$ cat src/rtl/zcnt_pkg.sv
// Package: shared sizing for the zero count unit.
// Assumes the data width is a power of two and a multiple of the lane width.
package zcnt_pkg;
    localparam int ZC_DATA_W = 64;
    localparam int ZC_LANE_W = 8;
    localparam int ZC_CNT_W  = $clog2(ZC_DATA_W) + 1;
endpackage

$ cat src/rtl/zcnt_lane.sv
// Module: zcnt_lane
// Examines one lane of bits. It reports whether the whole lane is zero and,
// if it is not, how many zeros precede the highest set bit of the lane.
// Assumes LANE_W is a power of two.
module zcnt_lane #(
    parameter int LANE_W = 8,
    localparam int CW    = $clog2(LANE_W)
) (
    input  logic [LANE_W-1:0] bits,
    output logic              all_zero,
    output logic [CW-1:0]     lead_cnt
);
    // Priority scan from LSB upward; the last set bit seen is the highest.
    always_comb begin
        lead_cnt = '0;
        for (int i = 0; i < LANE_W; i++) begin
            if (bits[i]) lead_cnt = CW'(LANE_W - 1 - i);
        end
    end

    // Lane-wide zero flag.
    assign all_zero = ~|bits;
endmodule

$ cat src/rtl/zcnt_prio.sv
// Module: zcnt_prio
// Counts the leading zeros of a DATA_W-bit vector. Per-lane zero flags feed a
// lane-level priority select, which is then combined with that lane's local count.
// An all-zero vector gives DATA_W. The logic is purely combinational.
module zcnt_prio #(
    parameter int DATA_W  = zcnt_pkg::ZC_DATA_W,
    parameter int LANE_W  = zcnt_pkg::ZC_LANE_W,
    localparam int NL     = DATA_W / LANE_W,
    localparam int SW     = (NL > 1) ? $clog2(NL) : 1,
    localparam int LCW    = $clog2(LANE_W),
    localparam int OW     = $clog2(DATA_W) + 1
) (
    input  logic [DATA_W-1:0] vec,
    output logic [OW-1:0]     lead_cnt
);
    logic [NL-1:0]  lane_zero;
    logic [LCW-1:0] lane_cnt [NL];
    logic [SW-1:0]  sel;

    for (genvar g = 0; g < NL; g++) begin : g_lane
        zcnt_lane #(.LANE_W(LANE_W)) lane_i (
            .bits     (vec[g*LANE_W +: LANE_W]),
            .all_zero (lane_zero[g]),
            .lead_cnt (lane_cnt[g])
        );
    end

    // Lane priority: pick the most significant lane that holds a set bit.
    always_comb begin
        sel = '0;
        for (int k = 0; k < NL; k++) begin
            if (!lane_zero[k]) sel = SW'(k);
        end
    end

    // Combine the whole empty lanes above the selected one with its local count.
    always_comb begin
        if (&lane_zero) begin
            lead_cnt = OW'(DATA_W);
        end else begin
            lead_cnt = OW'((NL - 1 - int'(sel)) * LANE_W) + OW'(lane_cnt[sel]);
        end
    end
endmodule

$ cat src/rtl/zcnt_top.sv
// Module: zcnt_top
// Leading/trailing zero count over a 64-bit operand or its low 32-bit word,
// registered once. A trailing count bit-reverses the field and reuses the
// leading-zero encoder. Word mode places the low word at the top of the
// encoder input, with a sentinel 1 right below it, so the count caps at HALF.
// Reset is synchronous and active low.
module zcnt_top #(
    parameter int DATA_W = zcnt_pkg::ZC_DATA_W,
    parameter int LANE_W = zcnt_pkg::ZC_LANE_W,
    localparam int HALF  = DATA_W / 2,
    localparam int OW    = $clog2(DATA_W) + 1
) (
    input  logic              clk,
    input  logic              rst_n,
    input  logic [DATA_W-1:0] operand,
    input  logic              from_lsb,
    input  logic              word_mode,
    output logic [DATA_W-1:0] count
);
    logic [DATA_W-1:0] rev_full;
    logic [HALF-1:0]   rev_word;
    logic [DATA_W-1:0] enc_in;
    logic [OW-1:0]     enc_cnt;
    logic [OW-1:0]     cnt_q;

    for (genvar b = 0; b < DATA_W; b++) begin : g_rev_full
        assign rev_full[b] = operand[DATA_W-1-b];
    end
    for (genvar b = 0; b < HALF; b++) begin : g_rev_word
        assign rev_word[b] = operand[HALF-1-b];
    end

    // Field select: direction and size choose the encoder input.
    always_comb begin
        unique case ({word_mode, from_lsb})
            2'b00: enc_in = operand;
            2'b01: enc_in = rev_full;
            2'b10: enc_in = {operand[HALF-1:0], 1'b1, {(HALF-1){1'b0}}};
            default: enc_in = {rev_word, 1'b1, {(HALF-1){1'b0}}};
        endcase
    end

    zcnt_prio #(.DATA_W(DATA_W), .LANE_W(LANE_W)) prio_i (
        .vec      (enc_in),
        .lead_cnt (enc_cnt)
    );

    // Output register: capture the count, clear on reset.
    always_ff @(posedge clk) begin
        if (!rst_n) cnt_q <= '0;
        else        cnt_q <= enc_cnt;
    end

    assign count = DATA_W'(cnt_q);


    reset_clear_chk: assert property (@(posedge clk) !rst_n |=> count == '0);

    lead_top_set_chk: assert property (@(posedge clk) disable iff (!rst_n)
        (!from_lsb && !word_mode && operand[DATA_W-1]) |=> count == '0);

    trail_bottom_set_chk: assert property (@(posedge clk) disable iff (!rst_n)
        (from_lsb && operand[0]) |=> count == '0);

    empty_dword_chk: assert property (@(posedge clk) disable iff (!rst_n)
        (!word_mode && operand == '0) |=> count == DATA_W'(DATA_W));

    empty_word_chk: assert property (@(posedge clk) disable iff (!rst_n)
        (word_mode && operand[HALF-1:0] == '0) |=> count == DATA_W'(HALF));

    word_cap_chk: assert property (@(posedge clk) disable iff (!rst_n)
        word_mode |=> count <= DATA_W'(HALF));
endmodule

$ cat config.mk
export PLATFORM = sky130hd
export DESIGN_NAME = zcnt_top
export DESIGN_NICKNAME = d
export VERILOG_FILES = /design/src/rtl/zcnt_pkg.sv /design/src/rtl/zcnt_lane.sv /design/src/rtl/zcnt_prio.sv /design/src/rtl/zcnt_top.sv
export SDC_FILE = /design/constraint.sdc
export NUM_CORES = 1
export LEC_CHECK = 0
export CORE_UTILIZATION = 42
export CTS_CLUSTER_DIAMETER = 200
export CTS_CLUSTER_SIZE = 28
export DETAILED_ROUTE_END_ITERATION = 10
export PLACE_DENSITY_LB_ADDON = 0.05
export REMOVE_ABC_BUFFERS = 1
export SLEW_MARGIN = 20
export SYNTH_ARGS = -nofsm -noshare
export SYNTH_HDL_FRONTEND = slang
export SYNTH_SLANG_ARGS = --single-unit
$ cat constraint.sdc
create_clock -name clk -period 3.2 [get_ports clk]
set_input_delay 0.64 -clock clk [delete_from_list [all_inputs] [get_ports clk]]
set_output_delay 0.64 -clock clk [all_outputs]
set_load 0.01 [all_outputs]
==> run summary <==
run status -> finished, final reports clean
RSZ-0062 raised after global routing -> no
Synth Instances -> 373
Pins Over Slew Limit -> 0
crit end category -> flop
pwr dens -> 185 nW/um^2
synthesis-to-layout area growth -> 41.7%
initial core utilization -> 0.445
initial antenna violation count -> 0
Hold Buf Count CTS -> 0
worst hold stages -> 2
final worst-path cycle share -> 0.952
first-pass GRT wire length -> 12800 microns
cell taking the most area after synthesis -> buf_4
CTS Sinks -> 7
Top Registers -> cnt_q (7)
core area -> 6030 sq um
share of cells above drive strength 1 -> 0.194
Min Clock Period, post-route -> 3050 ps
Max clock buf depth -> 2
worst setup path class -> primary input to flop
die height -> 81.9 microns
chip width -> 81.9 microns
H-Tree Depth -> 1
Reg with most FFs -> cnt_q
clk slew on worst S/H paths -> 40 ps
GRT Total Usage -> 0.246
TritonCTS clock tree -> yes
post-synthesis async set-or-reset flop share -> 0
Core Util, Final -> 0.631
Setup-failing EPs final -> 0
DRT Pass-1 Iters -> 4
1st-iter DRT viols -> 108
Hold Fails Final Rpt -> 0
Crit Path Max Fanout -> 10
# resized after CTS -> 0
synth warn -> 0
fmax -> 328 MHz
synthesized area -> 2680 sq um
Worst setup SP type -> primary input
WL final -> 8240 microns
Cell variety after synth -> 58
Avg Cell Area, Syn -> 7.19 sq um
GRT Residual Overflow -> 0
# diodes -> 0
Final Net Count -> 573
DRC Markers -> 0
dominant synthesized flop cell -> dfxtp_1
worst hold start -> rst_n
sequential area share after synthesis -> 0.0522
IO buf count -> 74
Leakage -> 1.71 nW
row count -> 28
worst min path class -> primary input to flop
RePlAce Congestion -> 0.914
Worst-Margin Slew -> 580 ps
Hold Path End -> cnt_q[6]$_SDFF_PN0_
vias -> 2973
placed cell count -> 575
Finished Layout Cells -> 579
Ports -> 132
Tot Pwr -> 0.704 mW
antenna-violating nets left -> 0
worst endpoint required time -> 3320 ps
Post-synth EDFFs -> 0
Die Area -> 6710 sq um
Seq cells post-synth -> 7
max-cap violations -> 0
Peak supply drop -> 0.152 mV
Wirelength per Cell -> 14.2 microns
CTS Root Cell -> clkbuf_8
setup TNS -> 0 ps
number of setup buffers added after CTS -> 0
vias in the first global route -> 2899
top cells by area, synth -> buf_4 (17%), mux2i_1 (13%), dfxtp_1 (5.2%)
Vias/cell -> 5.13
largest net degree at the start of global routing -> 18
max reg flops -> 7
Slew Limit Headroom -> 0.611
dpl hpwl -> 7110 microns
CP Data Arrival Time -> 3170 ps
share of the synthesized area in the top cell type -> 0.168
total CTS buffers -> 3
## placed cells by master, fill, tap and decap left out, drive strengths merged, types with 2 or more instances in the layout
cell type      count
a211o              2
a211oi            16
a21oi             17
a311o              2
a32oi              2
and3b              2
buf               73
clkbuf             4
clkdlybuf4s50     72
conb              57
dfxtp              7
inv               16
mux2              19
mux2i             37
nand2             24
nand2b             5
nand3              2
nand4              6
nor2              30
nor2b              9
nor3              22
nor3b              3
nor4               7
o21a               7
o21ai             29
o21bai             8
o22ai              2
o31ai              2
or2                4
or4b               2
## critical path, cell delays in order
cell and delay [ps]:
clkdlybuf4s50_1 430, mux2_4 280, mux2i_1 180, or4b_4 510, nor4_4 330, a21boi_2 120, buf_4 190, a32oi_1 190
o22ai_1 100, a31o_1 190
## per-stage QoR
step	instance area (sq um)	hold WS, ps	worst slack [ps]
2_1_floorplan	2350	762	475
3_5_place_dp	3740	1360	-225
5_1_grt	3800	1140	2.55
3_3_place_gp	3740	1340	-160
6_report	3800	1110	153
4_1_cts	3790	1110	16.0
## area by class of cell
type / count / area (sq um)
Clock buffer: 4 / 45.0
Fill cell: 539 / 2230
Sequential cell: 7 / 140
Inverter: 16 / 60.1
Multi-Input combinational cell: 332 / 2160
Timing Repair Buffer: 145 / 1300
Tap cell: 75 / 93.8
## logic make-up after synthesis
family | Yosys count | share of synthesized area
buffers and inverters | 90 | 0.225
other | 1 | 0.00140
AOI/OAI and AO/OA | 99 | 0.248
and+or+nand+nor | 120 | 0.241
muxes | 56 | 0.232
DFF | 7 | 0.0522
## cells in the mapped netlist, drive strengths merged, types with 2 or more instances
master,instances
nand3,2
o21bai,8
clkbuf,3
nor2b,9
or2,4
o31ai,2
and3b,2
nand4,6
o22ai,2
nand2,24
dfxtp,7
buf,71
nor2,30
nor3,22
mux2,19
o21a,7
a311o,2
inv,16
a211o,2
nor4,7
nor3b,3
o21ai,29
or4b,2
nand2b,5
mux2i,37
a211oi,16
a21oi,17
a32oi,2
## power breakdown
part	internal, mW	switching, mW
clock network	0.0863	0.0401
logic	0.248	0.239
registers	0.0899	0.000588
total	0.424	0.280
## worst max path at each step
stage | start | slack, ps | end | cells after the start
2_1_floorplan | word_mode | 470 | cnt_q[0]$_SDFF_PP0_ | 8
3_3_place_gp | word_mode | -160 | cnt_q[1]$_SDFF_PP0_ | 10
3_5_place_dp | word_mode | -230 | cnt_q[1]$_SDFF_PP0_ | 11
4_1_cts | word_mode | 20 | cnt_q[0]$_SDFF_PP0_ | 11
5_1_grt | word_mode | 3 | cnt_q[0]$_SDFF_PP0_ | 12
6_report | operand[40] | 150 | cnt_q[1]$_SDFF_PP0_ | 10
## layer usage
layer | up-vias | track usage | part of all wire
met5 | - | 0 | 0
li1 | 1518 | - | -
met2 | 93 | 0.481 | 0.50
met3 | 13 | 0.0200 | 0.041
met1 | 1349 | 0.283 | 0.44
met4 | 0 | 0.0596 | 0.022
Power figures use the tool's default switching activity.
